<file path="config.mk">
export PLATFORM = sky130hd
export DESIGN_NAME = abort_fsr_unit
export DESIGN_NICKNAME = d
export VERILOG_FILES = /design/src/rtl/abort_pkg.sv /design/src/rtl/abort_data_arb.sv /design/src/rtl/abort_fetch_tags.sv /design/src/rtl/abort_bank_regs.sv /design/src/rtl/abort_fsr_unit.sv
export SDC_FILE = /design/constraint.sdc
export NUM_CORES = 1
export LEC_CHECK = 0
export CAP_MARGIN = 10
export CORE_ASPECT_RATIO = 1.4
export CORE_UTILIZATION = 59
export CTS_CLUSTER_DIAMETER = 150
export CTS_CLUSTER_SIZE = 20
export DETAILED_ROUTE_END_ITERATION = 10
export HOLD_SLACK_MARGIN = 0.05
export PLACE_DENSITY = 0.86
export SETUP_SLACK_MARGIN = 0.02
export SLEW_MARGIN = 25
export SYNTH_ARGS = -nofsm -noshare
export SYNTH_HDL_FRONTEND = slang
export SYNTH_SLANG_ARGS = --single-unit
</file>
<file path="constraint.sdc">
create_clock -name clk_i -period 6.9 [get_ports clk_i]
set_input_delay 2.07 -clock clk_i [delete_from_list [all_inputs] [get_ports clk_i]]
set_output_delay 2.07 -clock clk_i [all_outputs]
set_load 0.005 [all_outputs]
</file>
<file path="src/rtl/abort_pkg.sv">
package abort_pkg;
  localparam int unsigned FC_W = 5;
  localparam int unsigned FSR_W = FC_W + 1;

  localparam logic [FC_W-1:0] FC_DEBUG      = 5'h02;
  localparam logic [FC_W-1:0] FC_EXT_PREC   = 5'h08;
  localparam logic [FC_W-1:0] FC_EXT_WALK   = 5'h0C;
  localparam logic [FC_W-1:0] FC_EXT_IMPREC = 5'h16;

  typedef enum logic [1:0] {
    EXT_SINGLE = 2'd0,
    EXT_BURST  = 2'd1,
    EXT_WALK   = 2'd2,
    EXT_XLAT   = 2'd3
  } ext_kind_e;

  typedef enum logic [1:0] {
    SRC_NONE,
    SRC_MMU,
    SRC_DBG,
    SRC_EXT
  } dsrc_e;

  typedef struct packed {
    logic            imprecise;
    logic [FC_W-1:0] code;
  } fsr_t;

  // register select, bits 1:0
  localparam logic [1:0] RSEL_DFSR = 2'd0;
  localparam logic [1:0] RSEL_IFSR = 2'd1;
  localparam logic [1:0] RSEL_DFAR = 2'd2;
  localparam logic [1:0] RSEL_IFAR = 2'd3;
endpackage

</file>
<file path="src/rtl/abort_data_arb.sv">
module abort_data_arb
  import abort_pkg::*;
#(
  parameter int unsigned AW = 32
) (
  input  logic                 route_i,
  input  logic                 core_secure_i,
  input  logic                 mmu_fault_i,
  input  logic [FC_W-1:0]      mmu_code_i,
  input  logic [AW-1:0]        mmu_addr_i,
  input  logic                 dbg_en_i,
  input  logic                 dbg_hit_i,
  input  logic [AW-1:0]        dbg_addr_i,
  input  logic                 ext_err_i,
  input  logic [1:0]           ext_kind_i,
  input  logic                 ext_precise_i,
  input  logic [AW-1:0]        ext_addr_i,
  input  logic [AW-1:0]        ext_base_i,
  input  logic                 xlat_secure_i,
  output logic                 hit_o,
  output fsr_t                 fsr_o,
  output logic [AW-1:0]        far_o,
  output logic                 secure_o,
  output logic                 to_mon_o
);
  dsrc_e     src;
  ext_kind_e kind;
  logic      ext_prec;

  assign kind     = ext_kind_e'(ext_kind_i);
  assign ext_prec = ext_precise_i || (kind == EXT_WALK) || (kind == EXT_XLAT);

  always_comb begin
    if (mmu_fault_i)                src = SRC_MMU;
    else if (dbg_en_i && dbg_hit_i) src = SRC_DBG;
    else if (ext_err_i)             src = SRC_EXT;
    else                            src = SRC_NONE;
  end

  always_comb begin
    hit_o    = 1'b0;
    fsr_o    = '0;
    far_o    = '0;
    secure_o = core_secure_i;
    to_mon_o = 1'b0;
    unique case (src)
      SRC_MMU: begin
        hit_o = 1'b1;
        fsr_o = '{imprecise: 1'b0, code: mmu_code_i};
        far_o = mmu_addr_i;
      end
      SRC_DBG: begin
        hit_o = 1'b1;
        fsr_o = '{imprecise: 1'b0, code: FC_DEBUG};
        far_o = dbg_addr_i;
      end
      SRC_EXT: begin
        hit_o    = 1'b1;
        to_mon_o = route_i;
        if (route_i)                secure_o = 1'b1;
        else if (kind == EXT_XLAT)  secure_o = xlat_secure_i;
        if (!ext_prec) begin
          fsr_o = '{imprecise: 1'b1, code: FC_EXT_IMPREC};
          far_o = '0;
        end else begin
          unique case (kind)
            EXT_BURST: begin
              fsr_o = '{imprecise: 1'b0, code: FC_EXT_PREC};
              far_o = ext_base_i;
            end
            EXT_WALK: begin
              fsr_o = '{imprecise: 1'b0, code: FC_EXT_WALK};
              far_o = ext_addr_i;
            end
            default: begin
              fsr_o = '{imprecise: 1'b0, code: FC_EXT_PREC};
              far_o = ext_addr_i;
            end
          endcase
        end
      end
      default: ;
    endcase
  end
endmodule

</file>
<file path="src/rtl/abort_fetch_tags.sv">
module abort_fetch_tags
  import abort_pkg::*;
#(
  parameter int unsigned AW    = 32,
  parameter int unsigned NSLOT = 4,
  localparam int unsigned SW   = (NSLOT > 1) ? $clog2(NSLOT) : 1
) (
  input  logic            clk_i,
  input  logic            rst_ni,
  input  logic            wr_en_i,
  input  logic [SW-1:0]   wr_slot_i,
  input  logic            wr_abort_i,
  input  logic            wr_ext_i,
  input  logic [FC_W-1:0] wr_code_i,
  input  logic [AW-1:0]   wr_addr_i,
  input  logic            exec_en_i,
  input  logic [SW-1:0]   exec_slot_i,
  input  logic            flush_i,
  output logic            pabt_hit_o,
  output logic            pabt_ext_o,
  output logic [FC_W-1:0] pabt_code_o,
  output logic [AW-1:0]   pabt_addr_o
);
  logic            vld_q  [NSLOT];
  logic            abt_q  [NSLOT];
  logic            ext_q  [NSLOT];
  logic [FC_W-1:0] code_q [NSLOT];
  logic [AW-1:0]   addr_q [NSLOT];

  for (genvar g = 0; g < NSLOT; g++) begin : g_slot
    logic wr_sel, ex_sel;
    assign wr_sel = wr_en_i && (wr_slot_i == SW'(g));
    assign ex_sel = exec_en_i && (exec_slot_i == SW'(g));

    always_ff @(posedge clk_i or negedge rst_ni) begin
      if (!rst_ni) begin
        vld_q[g]  <= 1'b0;
        abt_q[g]  <= 1'b0;
        ext_q[g]  <= 1'b0;
        code_q[g] <= '0;
        addr_q[g] <= '0;
      end else if (wr_sel) begin
        vld_q[g]  <= 1'b1;
        abt_q[g]  <= wr_abort_i;
        ext_q[g]  <= wr_ext_i;
        code_q[g] <= wr_code_i;
        addr_q[g] <= wr_addr_i;
      end else if (flush_i || ex_sel) begin
        vld_q[g] <= 1'b0;
      end
    end
  end

  // flush in the same cycle kills the execution
  assign pabt_hit_o  = exec_en_i && !flush_i && vld_q[exec_slot_i] && abt_q[exec_slot_i];
  assign pabt_ext_o  = ext_q[exec_slot_i];
  assign pabt_code_o = code_q[exec_slot_i];
  assign pabt_addr_o = addr_q[exec_slot_i];
endmodule

</file>
<file path="src/rtl/abort_bank_regs.sv">
module abort_bank_regs
  import abort_pkg::*;
#(
  parameter int unsigned AW = 32,
  localparam int unsigned PAD = AW - FSR_W
) (
  input  logic          clk_i,
  input  logic          rst_ni,
  input  logic          d_we_i,
  input  logic          d_sec_i,
  input  fsr_t          d_fsr_i,
  input  logic [AW-1:0] d_far_i,
  input  logic          i_far_we_i,
  input  logic          i_fsr_we_i,
  input  logic          i_sec_i,
  input  fsr_t          i_fsr_i,
  input  logic [AW-1:0] i_far_i,
  input  logic [2:0]    rd_addr_i,
  output logic [AW-1:0] rd_data_o
);
  // bank index: 0 Secure, 1 Non-secure
  fsr_t          dfsr_q [2];
  fsr_t          ifsr_q [2];
  logic [AW-1:0] dfar_q [2];
  logic [AW-1:0] ifar_q [2];

  for (genvar b = 0; b < 2; b++) begin : g_bank
    logic sel_d, sel_i;
    assign sel_d = (d_sec_i == (b == 0));
    assign sel_i = (i_sec_i == (b == 0));

    always_ff @(posedge clk_i or negedge rst_ni) begin
      if (!rst_ni) begin
        dfsr_q[b] <= '0;
        dfar_q[b] <= '0;
      end else if (d_we_i && sel_d) begin
        dfsr_q[b] <= d_fsr_i;
        dfar_q[b] <= d_far_i;
      end
    end

    always_ff @(posedge clk_i or negedge rst_ni) begin
      if (!rst_ni) begin
        ifsr_q[b] <= '0;
        ifar_q[b] <= '0;
      end else begin
        if (i_fsr_we_i && sel_i) ifsr_q[b] <= i_fsr_i;
        if (i_far_we_i && sel_i) ifar_q[b] <= i_far_i;
      end
    end
  end

  always_comb begin
    unique case (rd_addr_i[1:0])
      RSEL_DFSR: rd_data_o = {{PAD{1'b0}}, dfsr_q[rd_addr_i[2]]};
      RSEL_IFSR: rd_data_o = {{PAD{1'b0}}, ifsr_q[rd_addr_i[2]]};
      RSEL_DFAR: rd_data_o = dfar_q[rd_addr_i[2]];
      default:   rd_data_o = ifar_q[rd_addr_i[2]];
    endcase
  end
endmodule

</file>
<file path="src/rtl/abort_fsr_unit.sv">
module abort_fsr_unit
  import abort_pkg::*;
#(
  parameter int unsigned AW    = 32,
  parameter int unsigned NSLOT = 4,
  localparam int unsigned SW   = (NSLOT > 1) ? $clog2(NSLOT) : 1
) (
  input  logic            clk_i,
  input  logic            rst_ni,
  input  logic            cfg_ext_route_i,
  input  logic            core_secure_i,
  input  logic            mmu_fault_i,
  input  logic [4:0]      mmu_code_i,
  input  logic [AW-1:0]   mmu_addr_i,
  input  logic            dbg_en_i,
  input  logic            dbg_hit_i,
  input  logic [AW-1:0]   dbg_addr_i,
  input  logic            ext_err_i,
  input  logic [1:0]      ext_kind_i,
  input  logic            ext_precise_i,
  input  logic [AW-1:0]   ext_addr_i,
  input  logic [AW-1:0]   ext_base_i,
  input  logic            xlat_secure_i,
  input  logic            fetch_wr_i,
  input  logic [SW-1:0]   fetch_slot_i,
  input  logic            fetch_abort_i,
  input  logic            fetch_ext_i,
  input  logic [4:0]      fetch_code_i,
  input  logic [AW-1:0]   fetch_addr_i,
  input  logic            exec_en_i,
  input  logic [SW-1:0]   exec_slot_i,
  input  logic            flush_i,
  input  logic [2:0]      rd_addr_i,
  output logic [AW-1:0]   rd_data_o,
  output logic            dabt_req_o,
  output logic            pabt_req_o,
  output logic            route_mon_o
);
  logic            d_hit, d_sec, d_mon;
  fsr_t            d_fsr;
  logic [AW-1:0]   d_far;
  logic            p_hit, p_ext, p_sec, p_mon;
  logic [FC_W-1:0] p_code;
  logic [AW-1:0]   p_addr;
  logic            dabt_q, pabt_q, mon_q;

  abort_data_arb #(.AW(AW)) u_arb (
    .route_i       (cfg_ext_route_i),
    .core_secure_i (core_secure_i),
    .mmu_fault_i   (mmu_fault_i),
    .mmu_code_i    (mmu_code_i),
    .mmu_addr_i    (mmu_addr_i),
    .dbg_en_i      (dbg_en_i),
    .dbg_hit_i     (dbg_hit_i),
    .dbg_addr_i    (dbg_addr_i),
    .ext_err_i     (ext_err_i),
    .ext_kind_i    (ext_kind_i),
    .ext_precise_i (ext_precise_i),
    .ext_addr_i    (ext_addr_i),
    .ext_base_i    (ext_base_i),
    .xlat_secure_i (xlat_secure_i),
    .hit_o         (d_hit),
    .fsr_o         (d_fsr),
    .far_o         (d_far),
    .secure_o      (d_sec),
    .to_mon_o      (d_mon)
  );

  abort_fetch_tags #(.AW(AW), .NSLOT(NSLOT)) u_tags (
    .clk_i       (clk_i),
    .rst_ni      (rst_ni),
    .wr_en_i     (fetch_wr_i),
    .wr_slot_i   (fetch_slot_i),
    .wr_abort_i  (fetch_abort_i),
    .wr_ext_i    (fetch_ext_i),
    .wr_code_i   (fetch_code_i),
    .wr_addr_i   (fetch_addr_i),
    .exec_en_i   (exec_en_i),
    .exec_slot_i (exec_slot_i),
    .flush_i     (flush_i),
    .pabt_hit_o  (p_hit),
    .pabt_ext_o  (p_ext),
    .pabt_code_o (p_code),
    .pabt_addr_o (p_addr)
  );

  assign p_mon = p_ext && cfg_ext_route_i;
  assign p_sec = p_mon || core_secure_i;

  abort_bank_regs #(.AW(AW)) u_regs (
    .clk_i      (clk_i),
    .rst_ni     (rst_ni),
    .d_we_i     (d_hit),
    .d_sec_i    (d_sec),
    .d_fsr_i    (d_fsr),
    .d_far_i    (d_far),
    .i_far_we_i (p_hit),
    .i_fsr_we_i (p_hit && !d_hit),
    .i_sec_i    (p_sec),
    .i_fsr_i    ('{imprecise: 1'b0, code: p_code}),
    .i_far_i    (p_addr),
    .rd_addr_i  (rd_addr_i),
    .rd_data_o  (rd_data_o)
  );

  always_ff @(posedge clk_i or negedge rst_ni) begin
    if (!rst_ni) begin
      dabt_q <= 1'b0;
      pabt_q <= 1'b0;
      mon_q  <= 1'b0;
    end else begin
      dabt_q <= d_hit;
      pabt_q <= p_hit && !d_hit;
      mon_q  <= d_hit ? d_mon : (p_hit && p_mon);
    end
  end

  assign dabt_req_o  = dabt_q;
  assign pabt_req_o  = pabt_q;
  assign route_mon_o = mon_q;
endmodule

</file>
==> results.ini, run 1 <==
[sta]
worstMarginPinSlew_ns=0.827
max_freq_mhz=165
slew_headroom_pct=44.8
hold_viol_final=0
report.final.slew_viol_count=0
setup_viol=0
min_period_over_period_pct=87.9
rsz0062_at_grt=no
final.setup.tns_ns=0
finClkSkew_ns=0.0108
fin_hold_ws_ns=0.485
post-route-min-period_ns=6.06

[die]
die_height_um=189
rows=68
start_util_pct=60.0
core-area_mm2=0.0246
dieWidth_um=136
fp.dieArea_mm2=0.0257
io_pins=229

[routing]
remaining_drc_errors=0
first_iter_violations=517
via_per_inst=6.08
totalWireLength_mm=33.3
vias=9143
wl_per_cell_um=22.1
firstDrtPassIters=4
ant_nets=0

[synth]
syn_avg_cell_area_um2=14.9
synth-edff-count=0
synth.ff_latch_count=313
yosysSeqAreaShare_pct=53.1
syn_area_mm2=0.0148
synth-warning-count=0
async_reset_ff_share_pct=100
syn_nets=1183
synth.distinct_cells=41
syn-instance-count=989
synth_ff_type=dfrtp_1

[clocking]
cts_tree=built
postCtsSetupBuffers=0
clock_latency_ns=0.50
cts-root-buf=clkbuf_16
cts_hold_buf=0
ctsHtreeMaxLevel=1
clockBufferDepth=3
ctsResizeCount=0
cts_sinks=313
cts_buffers=19
clkTransAtPathRegs_ns=0.08

[placed_design]
dp.cells=1482
hpwl_mm=23.6
gp_congestion=0.841
io_buffers=228

[min_path]
worstHoldPathCells=1
worstHoldStart=u_regs.ifar_q[40]
hold_path.class=register to register
holdPathEnd=u_regs.ifar_q[40]

[global_routing]
grt_usage_pct=26.4
grt_pass1_vias=9602
grt_pass1_wl_mm=52.2
antenna_found_initial=5
grt_max_degree=152
grt.overflow.total=0

[run_status]
status=finished, final reports clean

[power]
seqPwrFrac_pct=53.8
p_per_area_mw_per_mm2=254
pwr-share-clk_pct=23.4
power.internal_w=0.00338
cellLeakagePower_nw=7.51
p_switching_w=0.00115
p_comb_share_pct=22.8
swShare_pct=25.4
peakVddDrop_v=0.000172

[setup_path]
arrival_ns=3.99
regToRegStartpoint=u_tags.ext_q[3]
rrSetupSlack_ns=4.45
rr_worst_depth=5
worstSetupStartpointType=primary input
worstPathRequired_ns=4.83
critical_path.max_fanout=12
criticalPathCategory=primary input to primary output
r2r-end=u_regs.ifar_q[12]
endpoint_kind=primary output

[cells_and_area]
layout.cells.most_common_list=313 x dfrtp_1, 300 x mux2_2, 222 x clkdlybuf4s50_1, 76 x mux4_2, 75 x nand2_1
final_common_cell=dfrtp_1
instances_no_fill=1505
final_nets=1382
area_growth_pct=20.8
drive_above_1_share_pct=36.8

[job]
cap_violations=0

## synthesized netlist by cell type (all sizes together) (2+ instances only)
cell	n	area, um^2
and2	29	181
mux2i	35	350
o21ai	3	15.0
nor3b	2	15.0
dfrtp	313	7830
clkbuf	33	124
o221ai	32	280
buf	38	195
a21oi	3	22.5
nand2	75	282
mux4	76	1710
mux2	305	3430
a21o	2	15.0
nand3	5	25.0
nand3b	5	37.5
nor2	4	15.0
inv	7	26.3
nor3	6	62.6
nor2b	2	12.5
## metal layers
metal	share of wire [%]	track usage (%)	routed length, um
met2	50	44.5	16800
met5	0	0	0
met1	42	36.1	13900
met3	5.8	3.45	1940
met4	2.1	7.04	716
## sequential cells by signal (all words and copies together), names as in the netlist
register and count:
u_regs.dfar_q 64, u_tags.ext_q 4, dabt_req_o 1, u_tags.addr_q 128
u_tags.code_q 20, route_mon_o 1, pabt_req_o 1, u_regs.dfsr_q 12
u_tags.abt_q 4, u_regs.ifsr_q 10, u_tags.vld_q 4, u_regs.ifar_q 64
## per-stage QoR
| step | area [um^2] | total power, W | worst slack (ns) | util (%) |
|---|---|---|---|---|
| after floorplan | 14800 | 0.00305 | 1.35 | - |
| after global placement | 17300 | 0.00344 | 0.886 | 70.3 |
| after detailed placement | 17300 | 0.00350 | 0.846 | 70.5 |
| after CTS | 17800 | 0.00456 | 0.844 | 72.5 |
| after global routing | 17800 | 0.00473 | 0.783 | 72.5 |
| final | 17800 | 0.00453 | 0.838 | 72.5 |
## power by group through the flow
stage	clock network (W)	logic, W	registers [W]
3_5_place_dp	0	0.00103	0.00247
4_1_cts	0.00109	0.00104	0.00243
5_1_grt	0.00115	0.00111	0.00248
3_3_place_gp	0	0.000992	0.00244
6_report	0.00106	0.00103	0.00244
2_1_floorplan	0	0.000684	0.00236
## layout make-up
cell class                 instances  area (um^2)
antenna                            3         7.51
clock inverter                     1         8.76
fill                            1603         6770
sequential                       313         7830
tap                              315          394
multi-input combinational        598         6610
timing repair buffer             249         2470
inverter                           7         26.3
clock buffer                      19          475
## logic make-up after synthesis
logic type	after synthesis	synth area share, %
buf+inv	78	2.34
simple gates	132	4.51
mux	416	37.3
flops	313	53.1
compound gates	50	2.81
## worst max-delay path, stage by stage
cell	delay, ns
clkdlybuf4s50_1	0.79
mux4_2	0.38
mux2_2	0.29
clkdlybuf4s50_1	0.46
## worst max path at each step
| stage | startpoint | to | slack (ns) | depth (start not counted) |
|---|---|---|---|---|
| 6_report | rd_addr_i[1] | rd_data_o[3] | 0.84 | 4 |
| 5_1_grt | rd_addr_i[1] | rd_data_o[5] | 0.78 | 5 |
| 4_1_cts | rd_addr_i[1] | rd_data_o[3] | 0.84 | 4 |
| 3_5_place_dp | rd_addr_i[1] | rd_data_o[3] | 0.85 | 4 |
| 3_3_place_gp | rd_addr_i[1] | rd_data_o[3] | 0.89 | 4 |
| 2_1_floorplan | rd_addr_i[2] | rd_data_o[19] | 1.35 | 4 |
Note: power is estimated with default switching activity, not from simulation.
==> run 2: changes to the inputs <==
SYNTH_HIERARCHICAL = 1   (was not set)
==> results.ini, run 2 <==
[clocking]
ctsResizeCount=0
postCtsSetupBuffers=0
clock_latency_ns=0.50
cts_hold_buf=0
cts_sinks=315
clockBufferDepth=3
cts_buffers=19
cts-root-buf=clkbuf_16
clkTransAtPathRegs_ns=0.08
ctsHtreeMaxLevel=1
cts_tree=built

[run_status]
status=finished, final reports clean

[placed_design]
gp_congestion=0.799
hpwl_mm=22.9
dp_slack_ns=0.800
io_buffers=228

[cells_and_area]
final_nets=1382
largest_reg_flops=128
reg_top3=u_tags/addr_q (128), u_regs/dfar_q (64), u_regs/ifar_q (64)
drive_above_1_share_pct=39.3
layout.cells.most_common_list=315 x dfrtp_1, 309 x mux2_2, 223 x clkdlybuf4s50_1, 76 x nand2_1, 69 x mux4_2
final_common_cell=dfrtp_1
area_growth_pct=19.7
top_register=u_tags/addr_q

[setup_path]
worstSetupStartpointType=primary input
arrival_ns=4.04
worstPathRequired_ns=4.83
endpoint_kind=primary output
criticalPathCategory=primary input to primary output
critical_path.max_fanout=38

[die]
dieWidth_um=137
fp.dieArea_mm2=0.0263
core-area_mm2=0.0253
start_util_pct=59.9
io_pins=229
die_height_um=192
rows=69

[sta]
rsz0062_at_grt=no
slew_headroom_pct=45.2
setup_viol=0
worstMarginPinSlew_ns=0.823
final.setup.tns_ns=0
hold_viol_final=0
report.final.slew_viol_count=0
finClkSkew_ns=0.0142
min_period_over_period_pct=88.5
setup_ws_ns=0.794
max_freq_mhz=164
post-route-min-period_ns=6.11

[routing]
wl_per_cell_um=22.0
via_per_inst=6.04
totalWireLength_mm=33.1
ant_nets=0
remaining_drc_errors=0
first_iter_violations=357
firstDrtPassIters=7
vias=9107

[synth]
synth-edff-count=0
synth_commonest_cells=315 x dfrtp_1, 309 x mux2_2, 77 x nand2_1
synth_top_area_share_pct=52.0
yosysSeqAreaShare_pct=52.0
syn_avg_cell_area_um2=15.4
async_reset_ff_share_pct=100
syn-instance-count=987
yosysMostFrequentCell=dfrtp_1
yosys-top-cells-area=dfrtp_1 52%, mux2_2 23%, mux4_2 10%, o221ai_2 2.9%, mux2i_1 2.1%
synth.distinct_cells=39
synth_ff_type=dfrtp_1
synth_top_area_cell=dfrtp_1
syn_area_mm2=0.0152
synth-warning-count=6
synth.ff_latch_count=315

[global_routing]
grt_usage_pct=25.8
grt_pass1_wl_mm=51.9
grt_max_degree=140
antenna_found_initial=1
grt.overflow.total=0
grt_pass1_vias=9676

[power]
power_w=0.00474
peakVddDrop_v=0.000187
cellLeakagePower_nw=7.56
p_per_area_mw_per_mm2=261

[job]
cap_violations=0

[min_path]
hold_path.class=register to register

## run 2: report_power, final
| part | total [W] | switching [W] | internal [W] |
|---|---|---|---|
| logic | 0.00116 | 0.000403 | 0.000752 |
| registers | 0.00253 | 0.000243 | 0.00228 |
| clock network | 0.00105 | 0.000561 | 0.000494 |
| total | 0.00474 | 0.00121 | 0.00353 |
## run 2: kinds of logic after synthesis
logic type             share of synthesized area [%]
muxes                                           36.9
DFF                                             52.0
and+or+nand+nor                                 4.23
buffers and inverters                           3.02
AOI/OAI and AO/OA                               3.81
other                                         0.0247
## run 2: worst max-delay path, stage by stage
cell	delay (ns)
clkdlybuf4s50_1	0.45
buf_4	0.35
mux4_1	0.39
mux2_2	0.30
clkdlybuf4s50_1	0.46
## run 2: through the flow
stage                     std cells  hold slack, ns  util (%)  cell area, um^2
final                          1507           0.499      71.7            18100
after detailed placement       1483           0.477      69.5            17600
after global placement         1482           0.471      69.5            17600
after CTS                      1503           0.502      71.4            18100
after floorplan                 988           0.453         -            15200
after global routing           1507           0.519      71.7            18100
## run 2: per-layer routing
| layer | GRT usage, % | vias to the layer above | share of wire, % |
|---|---|---|---|
| li1 | - | 4054 | - |
| met1 | 34.5 | 4785 | 41 |
| met2 | 44.2 | 230 | 51 |
| met3 | 3.54 | 38 | 5.7 |
| met4 | 6.55 | 0 | 1.9 |
| met5 | 0 | - | 0 |
## run 2: final cells by class
| cell class | instances | area, um^2 |
|---|---|---|
| sequential | 315 | 7880 |
| timing repair buffer | 251 | 2510 |
| multi-input combinational | 600 | 6860 |
| fill | 1678 | 7150 |
| clock buffer | 19 | 475 |
| antenna | 1 | 2.50 |
| tap | 319 | 399 |
| clock inverter | 1 | 7.51 |
| inverter | 1 | 3.75 |
## run 2: path summary, 6_finish.rpt
kind | from | end | slack (ns) | cells after the start
worst max-delay path | rd_addr_i[1] | rd_data_o[3] | 0.79 | 5
worst min-delay path | u_tags/addr_q[125] | u_tags/addr_q[125] | 0.50 | 1
max in group asynchronous | rst_ni | u_tags/addr_q[93] | 4.00 | 3
worst min register to register | u_tags/addr_q[125] | u_tags/addr_q[125] | 0.50 | 1
min in group asynchronous | rst_ni | u_regs/dfar_q[11] | 1.45 | 1
worst max register to register | u_tags/ext_q[3] | u_regs/ifar_q[52] | 4.19 | 5
==> run 3: changes to the inputs <==
GPL_ROUTABILITY_DRIVEN = 1   (was not set)
==> results of run 3 <==
Final layout, timing and power as in run 2 (identical DEF).
